### src/rtl/spi_cfg_pkg.sv
// Shared constants and helpers for the framed SPI register slave.
package spi_cfg_pkg;
    localparam int FRAME_W  = 8;
    localparam int ADDR_W   = 2;
    localparam int DATA_W   = 5;
    localparam int NUM_REGS = 1 << ADDR_W;
    localparam int NUM_CH   = 5;
    localparam int WDC_ADDR = 1;   // register whose bits 4:3 read the counter

    typedef logic [DATA_W-1:0]  reg_word_t;
    typedef logic [FRAME_W-1:0] frame_t;

    // Reset value of each register after a write-side reset
    function automatic reg_word_t wr_default(input int idx);
        return (idx == NUM_REGS - 1) ? reg_word_t'(7) : reg_word_t'(0);
    endfunction
endpackage

### src/rtl/spi_sync.sv
// Multi-stage synchronizer for asynchronous serial pins.
// Assumes each bit is independent; RST_VAL gives the idle level per bit.
module spi_sync #(
    parameter int          W       = 3,
    parameter int          STAGES  = 2,
    parameter logic [W-1:0] RST_VAL = '0
) (
    input  logic         clk,
    input  logic         rst_n,
    input  logic [W-1:0] d_in,
    output logic [W-1:0] q_out
);
    logic [STAGES-1:0][W-1:0] chain;

    genvar s;
    generate
        for (s = 0; s < STAGES; s++) begin : g_stage
            // Purpose: one flop stage of the synchronizer chain
            always_ff @(posedge clk) begin
                if (!rst_n)
                    chain[s] <= RST_VAL;
                else if (s == 0)
                    chain[s] <= d_in;
                else
                    chain[s] <= chain[(s == 0) ? 0 : s-1];
            end
        end
    endgenerate

    assign q_out = chain[STAGES-1];
endmodule

### src/rtl/spi_frame_unit.sv
// Serial framing engine: edge detection, shift register, bit counting and
// serial output. Assumes synchronized inputs and SCLK low at CS transitions.
// One shift register both captures SI and supplies SO, giving pass-through.
module spi_frame_unit
    import spi_cfg_pkg::*;
#(
    parameter int FW = FRAME_W
) (
    input  logic          clk,
    input  logic          rst_n,
    input  logic          cs_s,
    input  logic          sclk_s,
    input  logic          si_s,
    input  logic [FW-1:0] tx_byte,
    input  logic          ter_flag,
    output logic          so,
    output logic          so_oe,
    output logic          commit,
    output logic          reject,
    output logic [FW-1:0] cmd
);
    localparam int CW = $clog2(FW);

    logic          cs_d, sclk_d;
    logic          active, pre_win, full, so_q;
    logic [CW-1:0] cnt;
    logic [FW-1:0] shreg;
    logic          cs_fall, cs_rise, sck_rise, sck_fall, whole;

    // Purpose: delayed copies for edge detection
    always_ff @(posedge clk) begin
        if (!rst_n) begin
            cs_d   <= 1'b1;
            sclk_d <= 1'b0;
        end else begin
            cs_d   <= cs_s;
            sclk_d <= sclk_s;
        end
    end

    assign cs_fall  = cs_d & ~cs_s;
    assign cs_rise  = ~cs_d & cs_s;
    assign sck_rise = active & ~sclk_d & sclk_s;
    assign sck_fall = active & sclk_d & ~sclk_s;
    assign whole    = full && (cnt == '0);

    // Purpose: frame state, shift register and output bit
    always_ff @(posedge clk) begin
        if (!rst_n) begin
            active  <= 1'b0;
            pre_win <= 1'b0;
            full    <= 1'b0;
            so_q    <= 1'b0;
            cnt     <= '0;
            shreg   <= '0;
        end else if (cs_fall) begin
            active  <= 1'b1;
            pre_win <= 1'b1;
            full    <= 1'b0;
            so_q    <= 1'b0;
            cnt     <= '0;
            shreg   <= tx_byte;
        end else if (cs_rise) begin
            active  <= 1'b0;
            pre_win <= 1'b0;
        end else begin
            if (sck_rise) begin
                so_q    <= shreg[FW-1];
                pre_win <= 1'b0;
            end
            if (sck_fall) begin
                shreg <= {shreg[FW-2:0], si_s};
                cnt   <= cnt + 1'b1;
                if (cnt == CW'(FW-1))
                    full <= 1'b1;
            end
        end
    end

    assign commit = cs_rise & active & whole;
    assign reject = cs_rise & active & ~whole;
    assign cmd    = shreg;
    assign so_oe  = active;
    assign so     = active & (pre_win ? (ter_flag | si_s) : so_q);
endmodule

### src/rtl/spi_reg_bank.sv
// Register bank and command decoder. Assumes a one-cycle commit or reject
// pulse with the command byte valid in that cycle. Holds the transfer-error
// flag and the pending-read state, and builds the next reply byte.
module spi_reg_bank
    import spi_cfg_pkg::*;
#(
    parameter int AW = ADDR_W,
    parameter int DW = DATA_W,
    parameter int NR = NUM_REGS,
    parameter int FW = FRAME_W
) (
    input  logic               clk,
    input  logic               rst_n,
    input  logic               commit,
    input  logic               reject,
    input  logic [FW-1:0]      cmd,
    input  logic [DW-1:0]      chan_err,
    input  logic               wd_lock,
    input  logic               en_level,
    input  logic [1:0]         wd_count,
    output logic [NR-1:0][DW-1:0] reg_q,
    output logic [FW-1:0]      tx_byte,
    output logic               ter_flag
);
    logic          is_write;
    logic [AW-1:0] cmd_addr;
    logic [DW-1:0] cmd_data;
    logic          rd_pend;
    logic [AW-1:0] rd_addr;
    logic [DW-1:0] rd_data;

    assign is_write = cmd[FW-1];
    assign cmd_addr = cmd[FW-2 -: AW];
    assign cmd_data = cmd[DW-1:0];

    genvar g;
    generate
        for (g = 0; g < NR; g++) begin : g_reg
            // Purpose: one addressed register, written by an accepted write
            always_ff @(posedge clk) begin
                if (!rst_n)
                    reg_q[g] <= wr_default(g);
                else if (commit && is_write && cmd_addr == AW'(g))
                    reg_q[g] <= cmd_data;
            end
        end
    endgenerate

    // Purpose: transfer-error flag and pending-read bookkeeping
    always_ff @(posedge clk) begin
        if (!rst_n) begin
            ter_flag <= 1'b1;
            rd_pend  <= 1'b0;
            rd_addr  <= '0;
        end else if (commit) begin
            ter_flag <= 1'b0;
            rd_pend  <= ~is_write;
            rd_addr  <= cmd_addr;
        end else if (reject) begin
            ter_flag <= 1'b1;
            rd_pend  <= 1'b0;
        end
    end

    // Purpose: read value with the counter overlay on its register
    always_comb begin
        rd_data = reg_q[rd_addr];
        if (rd_addr == AW'(WDC_ADDR))
            rd_data[DW-1 -: 2] = wd_count;
    end

    // Purpose: choose register reply or status byte for the next frame
    always_comb begin
        if (rd_pend)
            tx_byte = {ter_flag, rd_addr, rd_data};
        else
            tx_byte = {ter_flag, en_level, wd_lock, chan_err};
    end
endmodule

### src/rtl/spi_cfg_slave.sv
// Top level of the framed SPI register slave. Synchronizes the pins,
// runs the framing engine and the register bank, exposes the registers.
// Assumes clk runs at least 8x the serial clock.
module spi_cfg_slave
    import spi_cfg_pkg::*;
#(
    parameter int SYNC_STAGES = 2
) (
    input  logic              clk,
    input  logic              rst_n,
    input  logic              spi_cs_n,
    input  logic              spi_sclk,
    input  logic              spi_si,
    output logic              spi_so,
    output logic              spi_so_oe,
    input  logic [NUM_CH-1:0] chan_err,
    input  logic              wd_lock,
    input  logic              en_level,
    input  logic [1:0]        wd_count,
    output logic [DATA_W-1:0] out_ctrl,
    output logic [DATA_W-1:0] wd_cfg,
    output logic [DATA_W-1:0] hw_cfg,
    output logic [DATA_W-1:0] diag_ctrl
);
    logic [2:0]                       pins_s;
    logic                             commit, reject, ter_flag;
    logic [FRAME_W-1:0]               cmd, tx_byte;
    logic [NUM_REGS-1:0][DATA_W-1:0]  reg_q;

    spi_sync #(.W(3), .STAGES(SYNC_STAGES), .RST_VAL(3'b100)) u_sync (
        .clk   (clk),
        .rst_n (rst_n),
        .d_in  ({spi_cs_n, spi_sclk, spi_si}),
        .q_out (pins_s)
    );

    spi_frame_unit #(.FW(FRAME_W)) u_frame (
        .clk      (clk),
        .rst_n    (rst_n),
        .cs_s     (pins_s[2]),
        .sclk_s   (pins_s[1]),
        .si_s     (pins_s[0]),
        .tx_byte  (tx_byte),
        .ter_flag (ter_flag),
        .so       (spi_so),
        .so_oe    (spi_so_oe),
        .commit   (commit),
        .reject   (reject),
        .cmd      (cmd)
    );

    spi_reg_bank #(.AW(ADDR_W), .DW(DATA_W), .NR(NUM_REGS), .FW(FRAME_W)) u_bank (
        .clk      (clk),
        .rst_n    (rst_n),
        .commit   (commit),
        .reject   (reject),
        .cmd      (cmd),
        .chan_err (chan_err),
        .wd_lock  (wd_lock),
        .en_level (en_level),
        .wd_count (wd_count),
        .reg_q    (reg_q),
        .tx_byte  (tx_byte),
        .ter_flag (ter_flag)
    );

    assign out_ctrl  = reg_q[0];
    assign wd_cfg    = reg_q[1];
    assign hw_cfg    = reg_q[2];
    assign diag_ctrl = reg_q[3];
endmodule

### config.mk
export PLATFORM = sky130hd
export DESIGN_NAME = spi_cfg_slave
export DESIGN_NICKNAME = d
export VERILOG_FILES = /design/src/rtl/spi_cfg_pkg.sv /design/src/rtl/spi_sync.sv /design/src/rtl/spi_frame_unit.sv /design/src/rtl/spi_reg_bank.sv /design/src/rtl/spi_cfg_slave.sv
export SDC_FILE = /design/constraint.sdc
export NUM_CORES = 1
export LEC_CHECK = 0
export ABC_AREA = 1
export BUFFER_PORTS_ARGS = -buffer_cell sky130_fd_sc_hd__buf_2
export CAP_MARGIN = 20
export CORE_MARGIN = 4
export CORE_UTILIZATION = 45
export CTS_BUF_LIST = sky130_fd_sc_hd__clkbuf_8 sky130_fd_sc_hd__clkbuf_16
export CTS_CLUSTER_DIAMETER = 80
export DETAILED_ROUTE_END_ITERATION = 10
export PLACE_DENSITY = 0.67
export SKIP_CTS_REPAIR_TIMING = 1
export SLEW_MARGIN = 15
export SYNTH_ARGS = -nofsm -noshare
export SYNTH_HDL_FRONTEND = slang
export SYNTH_HIERARCHICAL = 1
export SYNTH_SLANG_ARGS = --single-unit
### constraint.sdc
create_clock -name clk -period 1.9 [get_ports clk]
set_input_delay 0.38 -clock clk [delete_from_list [all_inputs] [get_ports clk]]
set_output_delay 0.38 -clock clk [all_outputs]
set_load 0.01 [all_outputs]
==> metrics.md <==
| Metric | Value |
|---|---|
| TritonCTS clock tree | `yes` |
| MaxCap Viol Count | `0` |
| Setup slack after layout | `238 ps` |
| Simple-Gate Fraction of Synth Area | `34.5%` |
| Hold Crit Depth | `3` |
| Via count | `2203` |
| Final setup vio count | `0` |
| Vias in the first global route | `1959` |
| Final Slew Violations | `0` |
| Global-route wire length before repair | `9.15 mm` |
| Synth Area in XOR/XNOR | `0%` |
| Mapped Cells | `356` |
| Adder-Cell Fraction of Synth Area | `3.56%` |
| Clk_skew | `5.78 ps` |
| Share of layout cells above drive strength 1 | `19.3%` |
| Area leader, netlist | `dfxtp_1` |
| Hold/Removal Path Class | `in -> reg` |
| Status | `finished clean` |
| # diodes | `0` |
| Leakage Power | `1.34 nW` |
| Drt initial violations | `90` |
| Min Tclk post-route | `1660 ps` |
| Comb pwr share | `8.0%` |
| Post-layout nets | `409` |
| Wire length per cell | `11.6 um` |
| Flop and latch count out of synthesis | `47` |
| Register share of total power | `58.8%` |
| Reg2Reg Depth | `9` |
| Crit path arrival time | `1850 ps` |
| Fmax | `602 MHz` |
| Period Utilization, post-route | `87.5%` |
| Worst-skew pair later-pin latency | `290 ps` |
| Pwr/cell area | `640 nW/um^2` |
| Synth cell types | `26` |
| Non-Filler Instances | `459` |
| Ys async rst share | `0%` |
| Top cells by area, synth | `dfxtp_1, nand2_1, nor2_1` |
| Syn-to-layout area delta | `11.2%` |
| Gr usage total | `17.7%` |
| Dominant synthesized flop cell | `dfxtp_1` |
| Net Sw Frac | `25.3%` |
| Design Power | `1.75 mW` |
| Sequential fraction of the synthesis area | `38.2%` |
| Hpwl dp | `4.08 mm` |
| P_int | `1.31 mW` |
| Main combinational cell family by area after synthesis | `simple AND/OR/NAND/NOR gates` |
| Count leader, synth | `nand2_1` |
| Via-to-Cell Ratio | `4.80` |
| Number of nets still failing antenna checks after routing | `0` |
| Syn Area/Cell | `6.91 um^2` |
| Tightest Pin Transition | `465 ps` |
| Maximum buffer depth of the clock tree | `2` |
| Slew headroom | `69.0%` |
| Cell Rows | `26` |
| Top cells by count, synth | `nand2_1, nor2_1, inv_1, dfxtp_1, nand3_1` |
| Pre-CTS WS | `138 ps` |
| Synth Area in Compound Gates | `8.44%` |
| Core Box Area | `5200 um^2` |
| Post-synth top area share | `38.2%` |
| Synth Cell Area | `2460 um^2` |
| Die width | `82.0 um` |
| Placed cell area | `2640 um^2` |
| Final Util | `52.6%` |
| P_sw | `0.442 mW` |
| Ports | `36` |
| Largest net degree at the start of global routing | `18` |
| Critical path class | `reg -> reg` |
| Initial Util | `47.3%` |
| Clock sinks | `47` |
| Fin area | `2740 um^2` |
| Full die area | `6720 um^2` |
| Worst path required time | `2090 ps` |
| Crit path capture type | `flop` |
| CTS clk-pin slew, worst paths | `90 ps` |
| TritonRoute pass-1 iters | `4` |
| Unrepaired setup endpoints after global routing | `false` |
| Initial antenna violation count | `0` |
| IO buf count | `35` |
| Synth warn | `6` |
| TritonCTS buffer count | `5` |
| Worst hold slack | `248 ps` |
| Placed insts | `451` |
| Total grt overflow | `0` |
| H-tree depth | `2` |
| Drt drc | `0` |
| Post-synth EDFFs | `0` |
| Root Driver | `clkbuf_8` |
| VDD IR max | `0.395 mV` |
| Final Hold Violating Endpoints | `0` |
| Startpoint Class | `flop` |
| Crit Path Max Fanout | `12` |
| Clock power frac | `33.1%` |
| GPL Wtd Cong | `0.880` |
| Die Y | `82.0 um` |
| Detailed Route WL | `5.31 mm` |
| Syn_nets | `377` |
| Setup TNS | `0 ps` |
| Mux contribution to synthesized area | `0%` |
registers in the layout, indices dropped and copies added, names as in the netlist, 2 cells and up:
signal and flops:
u_frame/cmd 8, u_bank/reg_q 20, u_sync/q_out 3, u_frame/cnt 3
u_bank/rd_addr 2, u_sync/chain 3
power groups by stage:
stage | Clock, mW | Sequential [mW] | Combinational [mW]
floorplan | 0 | 1.04 | 0.123
global route | 0.647 | 1.03 | 0.164
CTS | 0.607 | 1.03 | 0.141
detailed placement | 0 | 1.05 | 0.141
global placement | 0 | 1.05 | 0.139
finish | 0.580 | 1.03 | 0.141
cell type report:
cell class	instances	area, um^2
Tap cell	70	87.6
Multi-Input combinational cell	230	1160
Clock inverter	3	15.0
Sequential cell	47	941
Fill cell	554	2470
Timing Repair Buffer	42	228
Clock buffer	5	68.8
Inverter	62	236
critical path, stage by stage (launching register included):
cell and delay, ps:
dfxtp_1 330, inv_1 80, ha_1 180, inv_1 80, nor4_4 280, nand2_4 150
inv_4 150, nand2_4 80, o21ai_0 160, nor2_1 60
layer usage:
metal | wire length [um] | vias up | track usage (%)
met2 | 2450 | 46 | 27.9
met1 | 2530 | 988 | 23.8
met4 | 38 | 0 | 5.32
met5 | 0 | - | 0
li1 | - | 1167 | -
met3 | 291 | 2 | 4.50
kinds of logic after synthesis:
family,after synthesis
and+or+nand+nor,183
DFF,47
buffers and inverters,79
AOI/OAI and AO/OA,40
adders and majority gates,7
final timing paths:
kind / from / endpoint / slack, ps
setup reg to reg: u_frame/cs_d / u_bank/reg_q[4] / 240
hold reg to reg: u_sync/chain[2] / u_sync/q_out[2] / 410
hold / removal: spi_cs_n / u_sync/chain[2] / 250
setup / recovery: u_frame/cs_d / u_bank/reg_q[4] / 240
cells in the final DEF (no fill, tap or decap), types with 5 or more instances in the layout:
cell and instances:
nand2_1 63, nor2_1 60, inv_1 57, dfxtp_1 47, buf_2 35, nand3_1 23, a21oi_1 20, o21ai_0 17
nand4_1 15, nor2_2 9, buf_4 7, ha_1 7, clkbuf_8 5
(Power assumes the default switching activity.)
